`config.mk`:
```
export PLATFORM = sky130hd
export DESIGN_NAME = evtask_switcher
export DESIGN_NICKNAME = d
export VERILOG_FILES = /design/src/rtl/evtask_pkg.sv /design/src/rtl/evtask_trigger.sv /design/src/rtl/evtask_switch_ctl.sv /design/src/rtl/evtask_ctx_bank.sv /design/src/rtl/evtask_switcher.sv
export SDC_FILE = /design/constraint.sdc
export NUM_CORES = 1
export LEC_CHECK = 0
export ABC_CLOCK_PERIOD_IN_PS = 2800
export BUFFER_PORTS_ARGS = -buffer_cell sky130_fd_sc_hd__clkbuf_2
export CAP_MARGIN = 20
export CORE_MARGIN = 2
export CORE_UTILIZATION = 35
export DETAILED_ROUTE_END_ITERATION = 6
export PLACE_DENSITY = 0.67
export SLEW_MARGIN = 20
export SYNTH_ARGS = -nofsm -noshare
export SYNTH_HDL_FRONTEND = slang
export SYNTH_HIERARCHICAL = 1
export SYNTH_SLANG_ARGS = --single-unit
```
`constraint.sdc`:
```
create_clock -name clk -period 2.8 [get_ports clk]
set_input_delay 0.28 -clock clk [delete_from_list [all_inputs] [get_ports clk]]
set_output_delay 0.28 -clock clk [all_outputs]
set_load 0.005 [all_outputs]
```
`src/rtl/evtask_pkg.sv`:
```
package evtask_pkg;

   typedef enum logic [1:0] {
      TRIG_OFF  = 2'd0,
      TRIG_PIN  = 2'd1,
      TRIG_OVF  = 2'd2,
      TRIG_TIME = 2'd3
   } trig_mode_e;

   localparam int unsigned CTX_MAIN = 0;
   localparam int unsigned CTX_SEC  = 1;
   localparam int unsigned CTX_NUM  = 2;

endpackage

```
`src/rtl/evtask_trigger.sv`:
```
module evtask_trigger
   import evtask_pkg::*;
#(
   parameter int unsigned PIN_W    = 8,
   parameter int unsigned CNT_W    = 8,
   parameter int unsigned TIME_W   = 16,
   parameter bit          PIN_EDGE = 1'b1
) (
   input  logic              clk,
   input  logic              rst_n,
   input  logic              cfg_we,
   input  trig_mode_e        cfg_mode,
   input  logic [PIN_W-1:0]  cfg_mask,
   input  logic [PIN_W-1:0]  cfg_value,
   input  logic [CNT_W-1:0]  cfg_reload,
   input  logic [TIME_W-1:0] cfg_tmatch,
   input  logic [PIN_W-1:0]  pins_in,
   input  logic              cnt_tick,
   input  logic [TIME_W-1:0] time_now,
   output logic              evt
);

   localparam logic [CNT_W-1:0] CNT_TOP = {CNT_W{1'b1}};

   trig_mode_e        mode_q;
   logic [PIN_W-1:0]  mask_q;
   logic [PIN_W-1:0]  value_q;
   logic [CNT_W-1:0]  reload_q;
   logic [TIME_W-1:0] tmatch_q;
   logic [CNT_W-1:0]  cnt_q;
   logic              pin_hit_q;
   logic              time_hit_q;

   logic pin_hit;
   logic pin_evt;
   logic time_hit;
   logic time_evt;
   logic cnt_wrap;

   assign pin_hit  = ((pins_in ^ value_q) & mask_q) == '0;
   assign time_hit = (time_now == tmatch_q);
   assign time_evt = time_hit & ~time_hit_q;
   assign cnt_wrap = cnt_tick & (cnt_q == CNT_TOP);

   generate
      if (PIN_EDGE) begin : g_pin_edge
         assign pin_evt = pin_hit & ~pin_hit_q;

         AST_PIN_ONE_SHOT: assert property (@(posedge clk) disable iff (!rst_n)
            (mode_q == TRIG_PIN && evt && !cfg_we) |=> !evt);
      end else begin : g_pin_level
         assign pin_evt = pin_hit;
      end
   endgenerate

   always_comb begin
      unique case (mode_q)
         TRIG_PIN:  evt = pin_evt;
         TRIG_OVF:  evt = cnt_wrap;
         TRIG_TIME: evt = time_evt;
         default:   evt = 1'b0;
      endcase
   end

   always_ff @(posedge clk) begin
      if (!rst_n) begin
         mode_q     <= TRIG_OFF;
         mask_q     <= '0;
         value_q    <= '0;
         reload_q   <= '0;
         tmatch_q   <= '0;
         cnt_q      <= '0;
         pin_hit_q  <= 1'b0;
         time_hit_q <= 1'b0;
      end else begin
         pin_hit_q  <= pin_hit;
         time_hit_q <= time_hit;
         if (cfg_we) begin
            mode_q   <= cfg_mode;
            mask_q   <= cfg_mask;
            value_q  <= cfg_value;
            reload_q <= cfg_reload;
            tmatch_q <= cfg_tmatch;
            cnt_q    <= cfg_reload;
         end else if (cnt_tick) begin
            cnt_q <= cnt_wrap ? reload_q : cnt_q + 1'b1;
         end
      end
   end

   AST_CNT_RELOAD: assert property (@(posedge clk) disable iff (!rst_n)
      (cnt_wrap && !cfg_we) |=> (cnt_q == $past(reload_q)));

   AST_TIME_ONE_SHOT: assert property (@(posedge clk) disable iff (!rst_n)
      (mode_q == TRIG_TIME && evt && !cfg_we) |=> !evt);

endmodule

```
`src/rtl/evtask_switch_ctl.sv`:
```
module evtask_switch_ctl (
   input  logic clk,
   input  logic rst_n,
   input  logic evt,
   input  logic insn_done,
   input  logic clr_switch,
   output logic sw,
   output logic pend,
   output logic enter
);

   logic leave;

   assign enter = ~sw & insn_done & (pend | evt);
   assign leave = sw & insn_done & clr_switch;

   always_ff @(posedge clk) begin
      if (!rst_n) begin
         sw   <= 1'b0;
         pend <= 1'b0;
      end else begin
         if (enter) begin
            sw   <= 1'b1;
            pend <= pend & evt;
         end else begin
            pend <= pend | evt;
            if (leave) begin
               sw <= 1'b0;
            end
         end
      end
   end

   AST_ENTRY_ON_BOUNDARY: assert property (@(posedge clk) disable iff (!rst_n)
      $rose(sw) |-> $past(insn_done));

   AST_EXIT_NEEDS_CLEAR: assert property (@(posedge clk) disable iff (!rst_n)
      $fell(sw) |-> $past(clr_switch && insn_done));

   AST_PEND_KEPT_WHILE_SWITCHED: assert property (@(posedge clk) disable iff (!rst_n)
      (sw && pend) |=> pend);

endmodule

```
`src/rtl/evtask_ctx_bank.sv`:
```
module evtask_ctx_bank
   import evtask_pkg::*;
#(
   parameter int unsigned PC_W     = 12,
   parameter int unsigned FLAG_W   = 4,
   parameter int unsigned RESET_PC = 0
) (
   input  logic              clk,
   input  logic              rst_n,
   input  logic              sw,
   input  logic              enter,
   input  logic              insn_done,
   input  logic [PC_W-1:0]   next_pc,
   input  logic [FLAG_W-1:0] next_flags,
   input  logic              start_we,
   input  logic [PC_W-1:0]   start_pc_in,
   output logic [PC_W-1:0]   act_pc,
   output logic [FLAG_W-1:0] act_flags
);

   localparam logic [PC_W-1:0] PC_RST = PC_W'(RESET_PC);

   logic [PC_W-1:0]   start_q;
   logic [PC_W-1:0]   ctx_pc [CTX_NUM];
   logic [FLAG_W-1:0] ctx_fl [CTX_NUM];

   always_ff @(posedge clk) begin
      if (!rst_n) begin
         start_q <= '0;
      end else if (start_we) begin
         start_q <= start_pc_in;
      end
   end

   generate
      for (genvar g = 0; g < CTX_NUM; g++) begin : g_ctx
         logic [PC_W-1:0]   pc_q;
         logic [FLAG_W-1:0] fl_q;
         logic              owns;

         assign owns = (g == CTX_SEC) ? sw : ~sw;

         if (g == CTX_SEC) begin : g_sec
            always_ff @(posedge clk) begin
               if (!rst_n) begin
                  pc_q <= '0;
                  fl_q <= '0;
               end else if (enter) begin
                  pc_q <= start_q;
               end else if (owns && insn_done) begin
                  pc_q <= next_pc;
                  fl_q <= next_flags;
               end
            end
         end else begin : g_main
            always_ff @(posedge clk) begin
               if (!rst_n) begin
                  pc_q <= PC_RST;
                  fl_q <= '0;
               end else if (owns && insn_done) begin
                  pc_q <= next_pc;
                  fl_q <= next_flags;
               end
            end
         end

         assign ctx_pc[g] = pc_q;
         assign ctx_fl[g] = fl_q;
      end
   endgenerate

   assign act_pc    = sw ? ctx_pc[CTX_SEC] : ctx_pc[CTX_MAIN];
   assign act_flags = sw ? ctx_fl[CTX_SEC] : ctx_fl[CTX_MAIN];

   AST_SEC_RELOAD: assert property (@(posedge clk) disable iff (!rst_n)
      enter |=> (ctx_pc[CTX_SEC] == $past(start_q)));

   AST_MAIN_FROZEN: assert property (@(posedge clk) disable iff (!rst_n)
      sw |=> ($stable(ctx_pc[CTX_MAIN]) && $stable(ctx_fl[CTX_MAIN])));

endmodule

```
`src/rtl/evtask_switcher.sv`:
```
module evtask_switcher
   import evtask_pkg::*;
#(
   parameter int unsigned PC_W     = 12,
   parameter int unsigned FLAG_W   = 4,
   parameter int unsigned PIN_W    = 8,
   parameter int unsigned CNT_W    = 8,
   parameter int unsigned TIME_W   = 16,
   parameter int unsigned RESET_PC = 0,
   parameter bit          PIN_EDGE = 1'b1
) (
   input  logic              clk,
   input  logic              rst_n,
   input  logic              cfg_start_we,
   input  logic [PC_W-1:0]   cfg_start_pc,
   input  logic              cfg_trig_we,
   input  logic [1:0]        cfg_trig_mode,
   input  logic [PIN_W-1:0]  cfg_pin_mask,
   input  logic [PIN_W-1:0]  cfg_pin_value,
   input  logic [CNT_W-1:0]  cfg_cnt_reload,
   input  logic [TIME_W-1:0] cfg_time_match,
   input  logic [PIN_W-1:0]  pins_in,
   input  logic              cnt_tick,
   input  logic [TIME_W-1:0] time_now,
   input  logic              insn_done,
   input  logic [PC_W-1:0]   next_pc,
   input  logic [FLAG_W-1:0] next_flags,
   input  logic              clr_switch,
   output logic [PC_W-1:0]   act_pc,
   output logic [FLAG_W-1:0] act_flags,
   output logic              in_secondary,
   output logic              evt_pending
);

   generate
      if (PC_W < 2 || PC_W > 32) begin : g_bad_pc
         $error("evtask_switcher: PC_W out of range");
      end
      if (FLAG_W < 1) begin : g_bad_flag
         $error("evtask_switcher: FLAG_W must be at least 1");
      end
      if (PIN_W < 1 || CNT_W < 1 || TIME_W < 1) begin : g_bad_evt
         $error("evtask_switcher: event widths must be at least 1");
      end
      if (RESET_PC >= (64'd1 << PC_W)) begin : g_bad_rst
         $error("evtask_switcher: RESET_PC does not fit PC_W");
      end
   endgenerate

   logic evt;
   logic enter;
   logic sw;
   logic pend;

   evtask_trigger #(
      .PIN_W    (PIN_W),
      .CNT_W    (CNT_W),
      .TIME_W   (TIME_W),
      .PIN_EDGE (PIN_EDGE)
   ) u_trig (
      .clk        (clk),
      .rst_n      (rst_n),
      .cfg_we     (cfg_trig_we),
      .cfg_mode   (trig_mode_e'(cfg_trig_mode)),
      .cfg_mask   (cfg_pin_mask),
      .cfg_value  (cfg_pin_value),
      .cfg_reload (cfg_cnt_reload),
      .cfg_tmatch (cfg_time_match),
      .pins_in    (pins_in),
      .cnt_tick   (cnt_tick),
      .time_now   (time_now),
      .evt        (evt)
   );

   evtask_switch_ctl u_ctl (
      .clk        (clk),
      .rst_n      (rst_n),
      .evt        (evt),
      .insn_done  (insn_done),
      .clr_switch (clr_switch),
      .sw         (sw),
      .pend       (pend),
      .enter      (enter)
   );

   evtask_ctx_bank #(
      .PC_W     (PC_W),
      .FLAG_W   (FLAG_W),
      .RESET_PC (RESET_PC)
   ) u_ctx (
      .clk         (clk),
      .rst_n       (rst_n),
      .sw          (sw),
      .enter       (enter),
      .insn_done   (insn_done),
      .next_pc     (next_pc),
      .next_flags  (next_flags),
      .start_we    (cfg_start_we),
      .start_pc_in (cfg_start_pc),
      .act_pc      (act_pc),
      .act_flags   (act_flags)
   );

   assign in_secondary = sw;
   assign evt_pending  = pend;

   AST_OFF_SILENT: assert property (@(posedge clk) disable iff (!rst_n)
      (u_trig.mode_q == TRIG_OFF && !sw && !pend && !cfg_trig_we) |=> !sw);

endmodule

```
## Word level (Yosys, flattened, before mapping)

Cells that the tools add are included.

| word-level totals | value |
|---|---|
| flip-flop bits (word level) | 98 |
| bits in latches | 0 |
| memory bits (writable) | 0 |
| bits in read-only memories | 0 |
| input port bits | 101 |
| output and inout port bits | 18 |
| logic and storage cells | 54 |
| memories kept | 0 |

| cells by class | value |
|---|---|
| add/subtract/negate cells | 1 |
| $mul | 0 |
| div/mod/pow operators | 0 |
| magnitude comparators | 0 |
| equal/unequal tests | 5 |
| shifts and indexed selects | 0 |
| mux-type cells | 11 |
| bitwise logic cells | 15 |
| reductions and logical operators | 7 |

Operators with widths:

| cell | count |
|---|---|
| 12-bit two-way mux | 3 |
| 8-bit two-way mux | 3 |
| 16-bit equality test | 1 |
| 8-bit by 1-bit adder with 8-bit output (second input constant) | 1 |
| 1-bit bitwise AND | 8 |
| 8-bit bitwise AND | 1 |
| 8-bit equality test (second input constant) | 1 |
| 8-bit logical NOT | 1 |
| 8-bit XOR | 1 |
| 2-bit nonzero test | 3 |
| 2-bit equality test (second input constant) | 2 |
| 4-bit two-way mux | 1 |
| 1-bit NOT | 4 |
| 1-bit two-way mux | 3 |
| 1-bit one-hot mux with 3 select lines | 1 |
| 2-bit by 1-bit equality test with 1-bit output (second input constant) | 1 |
| 1-bit logical AND | 2 |
| 2-bit AND reduction | 1 |
| 1-bit OR | 1 |

## Depth between registers and ports, before layout

| logic depth | value |
|---|---|
| depth after elaboration | 9 |
| gate-level depth with buffers | 12 |
| depth with buffers taken out | 11 |

## Cells and area by module

The synthesis kept the hierarchy.

Modules (own cells, without submodules):

| module | times used | cells each | area an instance (um2) | sequential area each (um2) |
|---|---|---|---|---|
| evtask_trigger | 1 | 240 | 2,353.5 | 1,041.0 |
| evtask_ctx_bank | 1 | 200 | 1,956.9 | 880.8 |
| evtask_switch_ctl | 1 | 10 | 87.6 | 40.0 |

## Worst setup path before layout

No wires, ideal clock.

| timing path | value |
|---|---|
| path kind | reg2reg |
| from | register u_trig.cnt_q[0] |
| to | register u_ctx.g_ctx[1].pc_q[10] |
| setup time | 0.133 ns |
| arrival | 1.833 ns |
| required time | 2.667 ns |
| setup slack | 0.834 ns |
| cell stages (with the launch flop) | 13 |
| path buffers | 1 |
| period minus slack after synthesis | 1.966 ns |
| cells stage by stage | dfxtp_1 > ha_1 > nand2_4 > nor2_4 > nand3_2 > o21ai_1 > o22a_1 > o21ai_1 > nor2_2 > inv_1 > clkbuf_1 > o21ai_0 > a21oi_1 |

| between the ends | value |
|---|---|
| longest elaborated chain between the ends | 6 |
| elaborated cells between the ends (all ways) | 7 |
| classes of those cells | 1 x eq/ne; 2 x mux; 3 x bitwise; 1 x reduce/logical |

RTL lines:

| element | line | source |
|---|---|---|
| from (decl) | evtask_trigger.sv:30 | `logic [CNT_W-1:0] cnt_q;` |
| from (signal assigned) | evtask_trigger.sv:84 | `cnt_q <= cfg_reload;` |
| from (signal assigned) | evtask_trigger.sv:86 | `cnt_q <= cnt_wrap ? reload_q : cnt_q + 1'b1;` |
| 8-bit equality test (*) | evtask_trigger.sv:43 | `assign cnt_wrap = cnt_tick & (cnt_q == CNT_TOP);` |
| 1-bit bitwise AND (*) | evtask_trigger.sv:43 |  |
| 1-bit one-hot mux with 3 select lines (*) | evtask_trigger.sv:57 | `unique case (mode_q)` |
| net evt | evtask_switcher.sv:50 | `logic evt;` |
| 1-bit OR (*) | evtask_switch_ctl.sv:14 | `assign enter = ~sw & insn_done & (pend \| evt);` |
| 1-bit bitwise AND (*) | evtask_switch_ctl.sv:14 |  |
| net enter | evtask_switcher.sv:51 | `logic enter;` |
| 12-bit two-way mux or 2-bit nonzero test (tied branches) | - |  |
| to (signal assigned) | evtask_ctx_bank.sv:49 | `pc_q <= start_q;` |
| to (signal assigned) | evtask_ctx_bank.sv:51 | `pc_q <= next_pc;` |
| to (decl) | evtask_ctx_bank.sv:37 | `logic [PC_W-1:0] pc_q;` |

The timed path passes the listed nets; every way through them passes the cells marked *.
A chain may end at the register's enable or synchronous reset.

## Worst setup path in the final report

| timing path | value |
|---|---|
| from | register u_trig.tmatch_q[5] |
| to | register u_ctx.g_ctx[1].pc_q[4] |

| between the ends | value |
|---|---|
| longest elaborated chain between the ends | 6 |
| elaborated cells between the ends (all ways) | 7 |
| classes of those cells | 1 x eq/ne; 2 x mux; 3 x bitwise; 1 x reduce/logical |

RTL lines:

| element | line | source |
|---|---|---|
| from (decl) | evtask_trigger.sv:29 | `logic [TIME_W-1:0] tmatch_q;` |
| from (signal assigned) | evtask_trigger.sv:83 | `tmatch_q <= cfg_tmatch;` |
| 16-bit equality test (*) | evtask_trigger.sv:41 | `assign time_hit = (time_now == tmatch_q);` |
| 1-bit bitwise AND (*) | evtask_trigger.sv:42 | `assign time_evt = time_hit & ~time_hit_q;` |
| 1-bit one-hot mux with 3 select lines (*) | evtask_trigger.sv:57 |  |
| net evt | evtask_switcher.sv:50 |  |
| 1-bit OR (*) | evtask_switch_ctl.sv:14 |  |
| 1-bit bitwise AND (*) | evtask_switch_ctl.sv:14 |  |
| net enter | evtask_switcher.sv:51 |  |
| 12-bit two-way mux or 2-bit nonzero test (tied branches) | - |  |

Marks and branches as above.

==> summary.md <==
The run finished with clean final reports. The slowest stage of the critical path is the sky130_fd_sc_hd__nor4_1 cell. After synthesis, the share of flip-flops with an asynchronous set or reset is 0%.

Across the VDD grid, the largest voltage drop is 0.3729 mV. In this run, post-CTS hold repair placed 0 buffers. The total setup buffers inserted after CTS is 0, and the average size of a mapped cell is 9.773 sq um. Port buffering added 118 buffers. For this run, design rule violations remaining after detail routing come to 0.

The tools report the total number of placement rows as 40. At the end of routability-driven placement, the weighted congestion stood at 0.7876. Along the worst path, the maximum fanout reaches 24. Clock tree synthesis inserted a total of 9 buffers. Global routing used 15.01% of the available tracks. The classification of the worst setup path was flip-flop to flip-flop. The run gives 0 as the max-slew violation total from the final report. The number of nets handed over by synthesis was 552.

Relative to the synthesized area, the layout overhead comes to 23.13%. The type of the most critical hold path is input pin to flip-flop. Derived from the worst setup path, the maximum achievable clock frequency is 0.4088 GHz.

The routed design could run at a clock period as short as 2446 ps. The commonest register cell after synthesis is sky130_fd_sc_hd__dfxtp_1. The critical path ends at u_ctx/g_ctx[1].pc_q[4].

The detailed-placement wirelength estimate is 7.071 mm, and the clock transition time at the flip-flop clock pins of the worst setup and hold paths is 70 ps. The number of cells on the worst reg-to-reg path is 10. Data required time of the worst path: 3010 ps. The netlist area before placement is 4398 sq um.

The tools report the initial detailed-routing violation count as 216. The worst setup path is captured at a flip-flop. The initial utilization of the core area, before any placement, comes to 36.16%. The root buffer cell chosen for the clock tree is sky130_fd_sc_hd__clkbuf_16. The synthesized design contains 98 register bits.

For this block, the routed nets add up to 9.679 mm of wire. After synthesis, flip-flops and latches occupy 44.61% of the total area. The critical path goes through xor2_1 > nor4_1 > nand4_1 > nor3b_1 > o22a_1 > o21ai_1 > nor2_2 > inv_1 > o21ai_0 > a21oi_1.

The first-pass GRT wire length was 15.89 mm; the number of gates on the worst path with buffers counted was 10. For this run, the detailed router's first-pass iteration total came to 4. The tools report the clock latency on the worst-skew pair as 350 ps. For the post-cts sizing count, the log shows 0. The run gives 46 as the count of cell types in the netlist. Setup repair after global routing left no endpoint under its margin. In the final routed layout, each cell accounts on average for 13.24 um.

The post-route setup TNS was 0 ps; the largest stage delay on the critical path was 370 ps. Power spread over the standard cell area amounts to 599.6 nW/um^2. The buffer and inverter count on the worst path is 1. Counting along the longest clock path gives a buffer depth of 2.

The repair_antennas step left the layout with diodes totalling 0. The tools report the end of the worst register-to-register path as u_ctx/g_ctx[1].pc_q[4]. The worst pin sits at a relative slew slack of 41.50%. The routed layout has 3444 vias. Counting flops with a built-in enable in the synthesized netlist gives 0. The remaining antenna violation count was 0. The initial antenna violation count was 0; the proportion of layout cells with a drive suffix above 1 was 31.08%.

In the post-synthesis netlist, the biggest area contributors are sky130_fd_sc_hd__dfxtp_1, sky130_fd_sc_hd__mux2i_1, sky130_fd_sc_hd__xor2_1, sky130_fd_sc_hd__nor2_1, sky130_fd_sc_hd__mux2_2. Fill cells in the final layout number 1193. Setup slack on the worst reg-to-reg path comes out at 350 ps.

Entering global routing, the biggest net connects 53 pins. The sequential cells in the finished layout cover a total of 1962 sq um. For the pin with the worst max-slew slack, the measured transition is 877.6 ps. Setup violations remaining at the end of the flow were counted as 0. Maximum clock skew at final layout: 5.732 ps. In the post-synthesis netlist, the cell with the most instances is sky130_fd_sc_hd__dfxtp_1. The tools report the I/O pin total as 119. At the worst endpoint, the arrival time is 2660 ps. The number of global-route vias before repair came out at 3383.

During synthesis, Yosys emitted a total of 6 warnings. The clock net in this run drives a total of 98 sinks. Measured along the y axis, the die boundary spans 116.1 um. After floorplanning, the core was sized to cover 12160 sq um.

sky130_fd_sc_hd__dfxtp_1 takes more of the synthesized area than any other cell. The kind of start point of the critical path is a flip-flop. For the count of placed standard cells including taps, the log shows 715. The die outline width works out to 116.1 um. The overall overflow remaining after global route was 0. TritonCTS built the clock tree.

The H-tree was split into 3 levels. The final layout contains 660 nets. Summed over all cells, the static leakage comes to 2.540 nW. The count of mapped cells out of synthesis is 450. Tracing the worst setup path back leads to its startpoint at u_trig/tmatch_q[5]. For the hold violation total from the final report, the log shows 0. The category of cells accounting for the largest share of critical-path delay was simple AND/OR/NAND/NOR gates. In the synthesized netlist, the cells that appear most often are sky130_fd_sc_hd__dfxtp_1, sky130_fd_sc_hd__mux2i_1, sky130_fd_sc_hd__nor2_1. In this run the biggest area consumer among cell types represents 44.61% of the synthesized area.

After layout, the worst path uses 87.37% of the clock period. Excluding fillers, the count of instances in the completed layout stands at 731. The die covers 13480 sq um. Dividing the detail-routed via count by the number of cells gives 4.711.

The worst register-to-register path begins at u_trig/tmatch_q[5]. Across the run, the number of max-cap violations was 0. The multi-input combinational cells in the finished layout cover a total of 2287 sq um.
[placed cells by master (no fill, tap or decap), types with 3 or more instances in the layout]
cell type / instances
sky130_fd_sc_hd__o22ai_1: 4
sky130_fd_sc_hd__nor4_1: 3
sky130_fd_sc_hd__a21boi_0: 9
sky130_fd_sc_hd__a22oi_1: 8
sky130_fd_sc_hd__buf_4: 5
sky130_fd_sc_hd__nand2b_1: 4
sky130_fd_sc_hd__nor2b_1: 13
sky130_fd_sc_hd__a21boi_2: 10
sky130_fd_sc_hd__o21ai_0: 17
sky130_fd_sc_hd__nand2_1: 43
sky130_fd_sc_hd__clkbuf_2: 118
sky130_fd_sc_hd__nand3_1: 7
sky130_fd_sc_hd__clkbuf_16: 9
sky130_fd_sc_hd__clkbuf_8: 3
sky130_fd_sc_hd__xor2_1: 27
sky130_fd_sc_hd__dfxtp_1: 98
sky130_fd_sc_hd__nor2_1: 49
sky130_fd_sc_hd__a21oi_1: 16
sky130_fd_sc_hd__mux2i_1: 67
sky130_fd_sc_hd__mux2_2: 16
[per-stage QoR]
step / power (mW) / worst slack (ps) / hold slack, ps / utilization (%) / instance area [sq um]
final: 3.247 / 353.5 / 168.3 / 44.53 / 5415
after global routing: 3.400 / 23.41 / 163.1 / 44.53 / 5415
after global placement: 1.977 / 126.2 / 447.6 / 41.87 / 5092
after CTS: 3.300 / 198.5 / 152.8 / 44.48 / 5409
after detailed placement: 1.994 / 156.8 / 458.6 / 41.87 / 5092
after floorplan: 1.839 / 834.4 / 397.6 / - / 4398
[per-layer routing]
metal | track usage (%) | up-vias | share of wire (%)
li1 | - | 1774 | -
met1 | 18.47 | 1550 | 46
met2 | 23.66 | 109 | 44
met3 | 6.227 | 11 | 8.4
met4 | 5.476 | 0 | 1.4
met5 | 0 | - | 0
[logic make-up (layout without fill, tap and decap cells)]
family,after synthesis,after routing,synth area share [%]
adders and majority gates,1,1,0.2844
and+or+nand+nor,134,134,14.48
muxes,84,84,19.60
AOI/OAI and AO/OA,76,76,11.92
DFF,98,98,44.61
xor gates and xnor gates,28,28,5.576
buffers and inverters,29,142,3.528
[worst min-delay path by stage]
| stage | start | endpoint | cells after the start | slack (ps) |
|---|---|---|---|---|
| final | cfg_time_match[3] | u_trig/tmatch_q[3] | 3 | 170 |
| after global routing | cfg_time_match[14] | u_trig/tmatch_q[14] | 3 | 160 |
| after CTS | cfg_time_match[3] | u_trig/tmatch_q[3] | 3 | 150 |
| after detailed placement | u_ctx/g_ctx[0].fl_q[2] | u_ctx/g_ctx[0].fl_q[2] | 2 | 460 |
| after global placement | u_ctx/g_ctx[1].fl_q[0] | u_ctx/g_ctx[1].fl_q[0] | 2 | 450 |
| after floorplan | rst_n | u_ctl/sw | 1 | 400 |
[worst min-delay path: stages]
cell and delay, ps:
sky130_fd_sc_hd__clkbuf_2 80, sky130_fd_sc_hd__mux2i_1 50, sky130_fd_sc_hd__nor2_1 70
[sequential cells by signal, indices dropped and copies added (netlist names)]
register           cells
u_ctl/sw               1
u_ctx/start_q         12
u_trig/tmatch_q       16
u_trig/pin_hit_q       1
u_trig/value_q         8
u_ctl/pend             1
u_trig/mask_q          8
u_ctx/g_ctx.pc_q      24
u_trig/mode_q          2
u_trig/cnt_q           8
u_trig/time_hit_q      1
u_ctx/g_ctx.fl_q       8
u_trig/reload_q        8
[cell type report]
type	instances	share of cell area, %
inverter	3	0.2079
clock inverter	3	0.8549
clock buffer	13	4.991
tap	168	3.882
sequential	98	36.23
timing repair buffer	123	11.60
multi-input combinational	323	42.24
[where the power goes]
part	leakage (nW)	total (mW)	switching, mW	internal (mW)
clock network	0.152	1.29	0.519	0.767
logic	1.58	0.416	0.208	0.209
registers	0.807	1.54	0.0582	1.49
Power figures use the tool's default switching activity.
